[src/rtl/pa_pkg.sv]
// Shared widths and types for the parcel assembler.
// Assumes parcels are 16 bits and at most four parcels form an instruction.
package pa_pkg;
    localparam int PARCEL_W    = 16;
    localparam int MAX_PARCELS = 4;
    localparam int INSN_W      = PARCEL_W * MAX_PARCELS;
    localparam int LEN_W       = $clog2(MAX_PARCELS + 1);

    typedef logic [PARCEL_W-1:0] parcel_t;

    // Size decision made from the first parcel.
    typedef struct packed {
        logic [LEN_W-1:0] parcels;
        logic             illegal;
    } len_info_t;
endpackage

[src/rtl/pa_byte_order.sv]
// Byte-order stage: optionally reverses the bytes inside one halfword.
// Assumes the width is a whole number of bytes. The stage is purely combinational.
module pa_byte_order #(
    parameter int W = 16
) (
    input  logic [W-1:0] raw_i,
    input  logic         swap_i,
    output logic [W-1:0] parcel_o
);
    localparam int NB = W / 8;

    for (genvar b = 0; b < NB; b++) begin : g_byte
        // Pick the mirrored byte when swapping.
        assign parcel_o[8*b +: 8] = swap_i ? raw_i[8*(NB-1-b) +: 8] : raw_i[8*b +: 8];
    end
endmodule

[src/rtl/pa_len_decode.sv]
// Length decoder: sets the instruction size from the low bits of a first parcel.
// Assumes the parcel has already been put into instruction bit order.
// Sizes above two parcels are legal only when ALLOW_LONG is nonzero.
module pa_len_decode
    import pa_pkg::*;
#(
    parameter int ALLOW_LONG = 1
) (
    input  parcel_t   parcel_i,
    output len_info_t info_o
);
    logic long_ok;

    if (ALLOW_LONG != 0) begin : g_long
        assign long_ok = 1'b1;
    end else begin : g_short
        assign long_ok = 1'b0;
    end

    // Classify the low bits; a disabled or reserved size becomes one illegal parcel.
    always_comb begin
        info_o.parcels = LEN_W'(1);
        info_o.illegal = 1'b0;
        if (parcel_i[1:0] != 2'b11) begin
            info_o.parcels = LEN_W'(1);
        end else if (parcel_i[4:2] != 3'b111) begin
            info_o.parcels = LEN_W'(2);
        end else if (!parcel_i[5]) begin
            info_o.parcels = long_ok ? LEN_W'(3) : LEN_W'(1);
            info_o.illegal = !long_ok;
        end else if (!parcel_i[6]) begin
            info_o.parcels = long_ok ? LEN_W'(4) : LEN_W'(1);
            info_o.illegal = !long_ok;
        end else begin
            info_o.illegal = 1'b1;
        end
    end
endmodule

[src/rtl/pa_collector.sv]
// Collector: places parcels into the instruction word and holds the result.
// Assumes the first-parcel size arrives combinationally with the parcel.
// Input ready is low whenever a finished instruction is waiting.
module pa_collector
    import pa_pkg::*;
(
    input  logic              clk,
    input  logic              rst_n,
    input  logic              flush_i,
    input  logic              in_valid_i,
    input  parcel_t           parcel_i,
    input  len_info_t         first_i,
    output logic              in_ready_o,
    output logic              out_valid_o,
    input  logic              out_ready_i,
    output logic [INSN_W-1:0] out_insn_o,
    output logic [LEN_W-1:0]  out_len_o,
    output logic              out_illegal_o
);
    logic              busy_q;
    logic [LEN_W-1:0]  cnt_q;
    logic [LEN_W-1:0]  need_q;
    logic [INSN_W-1:0] word_q;
    logic              ov_q;
    logic [LEN_W-1:0]  len_q;
    logic              ill_q;

    logic              take;
    logic [LEN_W-1:0]  slot;
    logic [LEN_W-1:0]  count_now;
    logic [LEN_W-1:0]  need_now;
    logic              ill_first;
    logic              done;
    logic [INSN_W-1:0] merged;

    assign in_ready_o = !ov_q;
    assign take       = in_valid_i && !ov_q && !flush_i;

    // Work out where the parcel goes and whether it finishes the instruction.
    always_comb begin
        slot      = busy_q ? cnt_q : '0;
        merged    = busy_q ? word_q : '0;
        merged[slot*PARCEL_W +: PARCEL_W] = parcel_i;
        count_now = slot + LEN_W'(1);
        need_now  = busy_q ? need_q : first_i.parcels;
        ill_first = !busy_q && first_i.illegal;
        done      = (count_now == need_now) || ill_first;
    end

    // Advance the collection state and the output holding register.
    always_ff @(posedge clk) begin
        if (!rst_n) begin
            busy_q <= 1'b0;
            cnt_q  <= '0;
            need_q <= '0;
            word_q <= '0;
            ov_q   <= 1'b0;
            len_q  <= '0;
            ill_q  <= 1'b0;
        end else if (flush_i) begin
            busy_q <= 1'b0;
            ov_q   <= 1'b0;
        end else begin
            if (ov_q && out_ready_i) begin
                ov_q <= 1'b0;
            end
            if (take) begin
                word_q <= merged;
                if (done) begin
                    busy_q <= 1'b0;
                    ov_q   <= 1'b1;
                    len_q  <= count_now;
                    ill_q  <= ill_first || (merged == '0);
                end else begin
                    busy_q <= 1'b1;
                    cnt_q  <= count_now;
                    need_q <= need_now;
                end
            end
        end
    end

    assign out_valid_o   = ov_q;
    assign out_insn_o    = word_q;
    assign out_len_o     = len_q;
    assign out_illegal_o = ill_q;
endmodule

[src/rtl/parcel_assembler.sv]
// Top level: byte-order stage, first-parcel length decoder and collector.
// Assumes one halfword per cycle at most. Parcel order is always low bits first.
module parcel_assembler
    import pa_pkg::*;
#(
    parameter int ALLOW_LONG = 1
) (
    input  logic              clk,
    input  logic              rst_n,
    input  logic              big_endian_i,
    input  logic              flush_i,
    input  logic              in_valid_i,
    input  logic [15:0]       in_data_i,
    output logic              in_ready_o,
    output logic              out_valid_o,
    input  logic              out_ready_i,
    output logic [63:0]       out_insn_o,
    output logic [2:0]        out_len_o,
    output logic              out_illegal_o
);
    parcel_t   parcel;
    len_info_t first_info;

    pa_byte_order #(.W(PARCEL_W)) u_order (
        .raw_i    (in_data_i),
        .swap_i   (big_endian_i),
        .parcel_o (parcel)
    );

    pa_len_decode #(.ALLOW_LONG(ALLOW_LONG)) u_len (
        .parcel_i (parcel),
        .info_o   (first_info)
    );

    pa_collector u_coll (
        .clk           (clk),
        .rst_n         (rst_n),
        .flush_i       (flush_i),
        .in_valid_i    (in_valid_i),
        .parcel_i      (parcel),
        .first_i       (first_info),
        .in_ready_o    (in_ready_o),
        .out_valid_o   (out_valid_o),
        .out_ready_i   (out_ready_i),
        .out_insn_o    (out_insn_o),
        .out_len_o     (out_len_o),
        .out_illegal_o (out_illegal_o)
    );
endmodule

[config.mk]
export PLATFORM = sky130hd
export DESIGN_NAME = parcel_assembler
export DESIGN_NICKNAME = d
export VERILOG_FILES = /design/src/rtl/pa_pkg.sv /design/src/rtl/pa_byte_order.sv /design/src/rtl/pa_len_decode.sv /design/src/rtl/pa_collector.sv /design/src/rtl/parcel_assembler.sv
export SDC_FILE = /design/constraint.sdc
export NUM_CORES = 1
export LEC_CHECK = 0
export ABC_AREA = 1
export CAP_MARGIN = 20
export CORE_MARGIN = 2
export CORE_UTILIZATION = 44
export CTS_BUF_LIST = sky130_fd_sc_hd__clkbuf_4
export CTS_CLUSTER_SIZE = 40
export DETAILED_ROUTE_END_ITERATION = 7
export PLACE_DENSITY = 0.78
export SYNTH_ARGS = -nofsm -noshare
export SYNTH_HDL_FRONTEND = slang
export SYNTH_SLANG_ARGS = --single-unit
[constraint.sdc]
create_clock -name clk -period 2.6 [get_ports clk]
set_clock_uncertainty 0.2 [all_clocks]
set_input_delay 0.52 -clock clk [delete_from_list [all_inputs] [get_ports clk]]
set_output_delay 0.52 -clock clk [all_outputs]
set_load 0.01 [all_outputs]
### After elaboration in Yosys (flattened, before gate mapping)

Index checks and enable logic that the tools add are counted.

* register bits: 76
* input port bits: 22
* output and inout bits: 70
* logic and storage cells: 48

* add/subtract/negate cells: 2
* equal/unequal tests: 3
* shift-type cells: 2
* multiplexer cells: 17
* bitwise operators: 3
* reduce and logical (&&, ||, !) cells: 14

Operators with widths (count)
* bitwise mux 64 bit: 1
* logical NOT 64 bit: 1
* two-way mux 64 bit: 1
* variable shift 16 x 34 -> 64 bit (first input constant): 1
* indexed part select 16 x 34 -> 64 bit: 1
* negation 7 -> 34 bit: 1
* two-way mux 8 bit: 2
* two-way mux 3 bit: 5
* two-way mux 1 bit: 7
* AND reduction 3 bit: 2
* logical AND 1 bit: 4
* two-way mux 4 bit: 1
* adder 3 x 1 -> 3 bit (second input constant): 1
* == test 3 bit: 1
* logical NOT 1 bit: 3
* != test 3 bit (second input constant): 1
* NOT 1 bit: 3
* logical OR 1 bit: 2
* != test 2 bit (second input constant): 1
* AND reduction 2 bit: 1
* OR reduction 2 bit: 1

### Longest topological paths before layout

Gate-level depths: netlist of the first run.

* word-level depth: 10
* depth in mapped cells: 21
* gate-level depth less buffers: 18

### Modules after synthesis

A second synthesis of the first run with hierarchy kept.

* cell total of the unflattened synthesis: 833
* area total of the unflattened synthesis: 5058.6 um2

Modules (own cells, without submodules)
* pa_collector: instances 1, cells an instance 764, area an instance 4700.8 um2, sequential area each 1521.5 um2
* pa_byte_order: instances 1, cells an instance 52, area an instance 284.0 um2, sequential area each 0.0 um2
* pa_len_decode: instances 1, cells an instance 17, area an instance 73.8 um2, sequential area each 0.0 um2

### Worst setup path before layout of the first run

OpenSTA, ideal clock, no wires.

* kind: reg-to-reg
* start: register u_coll.busy_q
* end: register u_coll.ill_q (netlist: u_coll.out_illegal_o)
* library setup time: 0.112 ns
* arrival: 2.416 ns
* required time: 2.288 ns
* setup slack: -0.127 ns
* cell stages (with the launch flop): 21
* buffers on the path: 4
* clock period less this slack: 2.727 ns
* cells stage by stage: dfxtp_1 > buf_6 > nand2_4 > buf_6 > buf_2 > ha_1 > ha_1 > nand2_1 > nor2_1 > buf_2 > nand2_1 > nand2_1 > nor2_1 > nand2_1 > nor2_1 > nand2_1 > nor2_1 > nand3_1 > nand2_1 > nor2_1 > nor2_1

* elaborated cells between the ends (all ways): 15
* classes of those cells: add/sub: 2; eq/ne: 1; shift: 2; mux: 4; reduce/logical: 6

RTL lines
* start, declared: line pa_collector.sv:20 `logic busy_q;`
* start signal, assigned: line pa_collector.sv:53 `busy_q <= 1'b0;`
* start signal, assigned: line pa_collector.sv:61 `busy_q <= 1'b0;`
* start signal, assigned: line pa_collector.sv:70 `busy_q <= 1'b0;`
* two-way mux 3 bit: line pa_collector.sv:41 `slot = busy_q ? cnt_q : '0;`
* adder 3 x 1 -> 3 bit: line pa_collector.sv:44 `count_now = slot + LEN_W'(1);`
* named net u_coll.count_now[0]: line pa_collector.sv:30 `logic [LEN_W-1:0] count_now;`
* == test 3 bit: line pa_collector.sv:47 `done = (count_now == need_now) || ill_first;`
* logical OR 1 bit: line pa_collector.sv:47
* AND reduction 3 bit (no line)
* end signal, assigned: line pa_collector.sv:73 `ill_q <= ill_first || (merged == '0);`
* end, declared: line pa_collector.sv:26 `logic ill_q;`

The timed path passes the listed nets, and every way through them passes these cells.
A chain may end at the register's enable or synchronous reset.

### Worst setup path in the final report of the first run

* start: register u_coll.busy_q
* end: register u_coll.ill_q (netlist: u_coll.out_illegal_o)

* cells in the longest elaborated chain, start to end: 6
* elaborated cells between the ends (all ways): 15
* classes of those cells: add/sub: 2; eq/ne: 1; shift: 2; mux: 4; reduce/logical: 6

Ends and longest elaborated chain
* two-way mux 3 bit: line pa_collector.sv:41
* negation 7 -> 34 bit: line pa_collector.sv:43 `merged[slot*PARCEL_W +: PARCEL_W] = parcel_i;`
* indexed part select 16 x 34 -> 64 bit or variable shift 16 x 34 -> 64 bit (tied branches): line pa_collector.sv:43
* bitwise mux 64 bit: line pa_collector.sv:43
* logical NOT 64 bit: line pa_collector.sv:73
* logical OR 1 bit: line pa_collector.sv:73

Several ways; a longest one is shown, not always the timed one.

==> run summary, run 1 <==
count of different cell masters after synthesis: 28
CP peak stage delay: 410 ps
fin area: 0.00691 sq mm
CP max-delay cell: dfxtp_4
most frequent cell after synthesis: nand2_1
Nets: 1036
CTS Buf Count: 9
hold buffer count at cts: 0
Fin Hold WS: 268 ps
failing checks: setup timing
vias in the first global route: 5128
RR Endpoint: u_coll.out_illegal_o$_SDFFE_PN0P_
setup ws final: -5.13 ps
Peak VDD IR: 0.290 mV
Critical Path AT: 2740 ps
cell taking the most area after synthesis: dfxtp_1
total gr overflow: 0
clk root buf: clkbuf_4
Syn Nets: 873
Die X: 111 microns
Async S/R FF share, synth: 0
Pwr Density: 370 mW/mm^2
CP Capture Type: flop
Slew HR: 0.680
Post-Synth XOR/XNOR Area: 0.00175
Reg2Reg Depth: 17
initial antenna violation count: 1
Initial Util: 0.457
most used cell, CP: nor2_1
Vias/cell: 4.99
Max-Cap Viols: 0
Yosys warning count: 0
DRC Markers: 0
die footprint: 0.0122 sq mm
final hold vios: 0
Synth Area in Simple Gates: 0.388
crit share post-route: 1.00
Hold Crit Endpoint: u_coll.out_insn_o[60]$_SDFFE_PN0P_
Hold WC Path Type: input port to flop
Post-Synth Adder-Cell Area: 0.00752
CTS tree: done
Core Area: 0.0109 sq mm
WHS Path Cells: 4
post-synthesis compound-gate area fraction: 0.150
Final Non-Filler Cells: 1156
Worst Path Required: 2740 ps
Top FF cell, synth: dfxtp_1
#FFs+latches synth: 76
Hold Startpoint: rst_n
Mapped Avg Cell Area: 5.89 sq um
WL/cell: 13.3 microns
main combinational cell family by area after synthesis: simple AND/OR/NAND/NOR gates
P&R area growth vs syn: 38.3%
pre-CTS setup slack: -362 ps
DR vias: 5765
WL final: 15400 microns
H-tree depth: 3
CP max FO: 16
Clock Sinks: 76
GPL Wtd Cong: 0.901
main area contributors after synthesis: dfxtp_1 (30%), nand2_1 (27%), inv_1 (9.8%)
initial drt markers: 391
CP Launch Type: flop
Commonest cells post-synth: nand2_1 (363), inv_1 (130), dfxtp_1 (76)
placed insts: 1128
layout cells sized above 1: 0.171
# fillers: 1057
top cell type's share of synthesized area: 0.305
mux share of post-synthesis cell area: 0
LEAKAGE: 4.02 nW
CTS clk-pin slew, worst paths: 110 ps
Final Critical Period: 2610 ps
Skew-Pair Late Insertion Delay: 440 ps
status: finished, violations left
first-pass GRT wire length: 24800 microns
largest net degree at the start of global routing: 71
final antenna-violating net count: 0
Synth Instances: 848
Post-Syn Area: 0.00499 sq mm
port bufs: 91
Die Y: 111 microns
hpwl dp: 10800 microns
sequential area share after synthesis: 0.305
Worst R2R Start: u_coll.busy_q$_SDFFE_PP0P_
metal3 WL: 968 microns
number of I/O pins: 92
unrepaired setup endpoints after global routing: yes
overall routing resource usage: 0.244
top layer used by detailed routing: met4
Pre-antenna DRT Iters: 5
critical path class: flop to flop
Slew Viols, Final: 0
placed cell areas: 0.00659 sq mm
Metal-1 WL: 6880 microns
R2R Setup Slk: -5 ps
Post-synth EDFFs: 0
CTS Buffer Depth: 2
Worst Tran Pin Value: 479 ps
max frequency: 0.384 GHz
number of setup violations in the final report: 1
site row count: 38
met2 WL: 7100 microns
CP cell instances: nand2_4 > ha_4 > ha_4 > nand2_4 > buf_6 > nor2_4 > buf_4 > buf_8 > nand3_1 > nand2_1 > nor2_1 > nand4_1 > nor2_2 > nand3_1 > nand2_1 > nor2_1 > nor2_1
## critical path: cells and delay by family (launching register included)
family / cells / cell delay [ps]
flops: 1 / 410
fa+ha+maj: 2 / 460
simple gates: 12 / 1040
buf+inv: 3 / 400
## sequential cells by signal, summed over array words and instances (netlist names)
signal / flops
u_coll.busy_q: 1
u_coll.out_valid_o: 1
u_coll.need_q: 3
u_coll.out_illegal_o: 1
u_coll.out_insn_o: 64
u_coll.out_len_o: 3
u_coll.cnt_q: 3
## worst max path at each step
| stage | startpoint | to | cells after the start |
|---|---|---|---|
| 3_3_place_gp | big_endian_i | u_coll.out_illegal_o$_SDFFE_PN0P_ | 17 |
| 2_1_floorplan | u_coll.busy_q$_SDFFE_PP0P_ | u_coll.out_illegal_o$_SDFFE_PN0P_ | 19 |
| 6_report | u_coll.busy_q$_SDFFE_PP0P_ | u_coll.out_illegal_o$_SDFFE_PN0P_ | 17 |
| 3_5_place_dp | big_endian_i | u_coll.out_illegal_o$_SDFFE_PN0P_ | 17 |
| 4_1_cts | u_coll.busy_q$_SDFFE_PP0P_ | u_coll.out_illegal_o$_SDFFE_PN0P_ | 18 |
| 5_1_grt | u_coll.busy_q$_SDFFE_PP0P_ | u_coll.out_illegal_o$_SDFFE_PN0P_ | 19 |
## placed cells by master, fill, tap and decap left out, types with 2 or more instances in the layout
master	synthesis	routed
nor2_2	3	6
nand4_1	10	10
clkbuf_4	0	10
inv_1	130	127
nand2_2	7	20
nor2_1	50	45
nand3_1	31	26
dfxtp_1	76	74
o21ai_0	46	46
ha_4	0	2
nand2_4	3	6
buf_6	7	2
nand2_1	363	347
inv_2	2	6
o21bai_1	8	8
clkdlybuf4s50_1	0	90
buf_4	1	99
nor2_4	3	5
a21oi_1	6	6
o21a_1	33	33
o211ai_1	23	23
clkinv_1	1	4
nand3_2	2	7
## area by class of cell
class | instances | area [sq um] | area share
timing repair buffer | 195 | 1720 | 0.249
sequential | 76 | 1530 | 0.221
antenna | 1 | 2.50 | 0.000362
clock buffer | 10 | 75.1 | 0.0109
tap | 140 | 175 | 0.0254
inverter | 134 | 508 | 0.0736
clock inverter | 5 | 20.0 | 0.00290
multi-input combinational | 595 | 2880 | 0.417
## routing by layer
layer | track usage | up-vias
li1 | - | 2941
met1 | 0.324 | 2599
met2 | 0.394 | 193
met3 | 0.0445 | 32
met4 | 0.0975 | 0
met5 | 0 | -
## report_power, final
part / total [mW] / switching (mW) / internal, mW
Combinational: 0.672 / 0.344 / 0.328
Sequential: 1.29 / 0.0589 / 1.24
Clock: 0.589 / 0.401 / 0.188
## kinds of logic after synthesis
family / Yosys count
XOR/XNOR: 1
adder cells (fa/ha/maj): 3
AND/OR/NAND/NOR: 473
buffers and inverters: 178
flip-flops: 76
AO/OA/AOI/OAI: 117
## stage by stage
step	utilization	setup TNS [ps]	power, mW
after floorplan	-	0	1.63
after global placement	0.602	-3290	1.97
after detailed placement	0.602	-3910	1.97
after CTS	0.614	0	2.57
after global routing	0.632	-345	2.69
final	0.632	-5.13	2.56
## what timing repair did
item / in CTS / in global routing
endpoints found under the setup margin: 1 / 11
gates cloned: 0 / 1
setup buffers: 2 / 9
resized for setup: 4 / 37
pin swaps: 1 / 21
Power figures use the tool's default switching activity.
==> inputs of run 2 (changes only) <==
Settings changed: CAP_MARGIN 20 to 25.
==> results of run 2 <==
No change in the layout: final DEF, timing and power equal those of run 1.
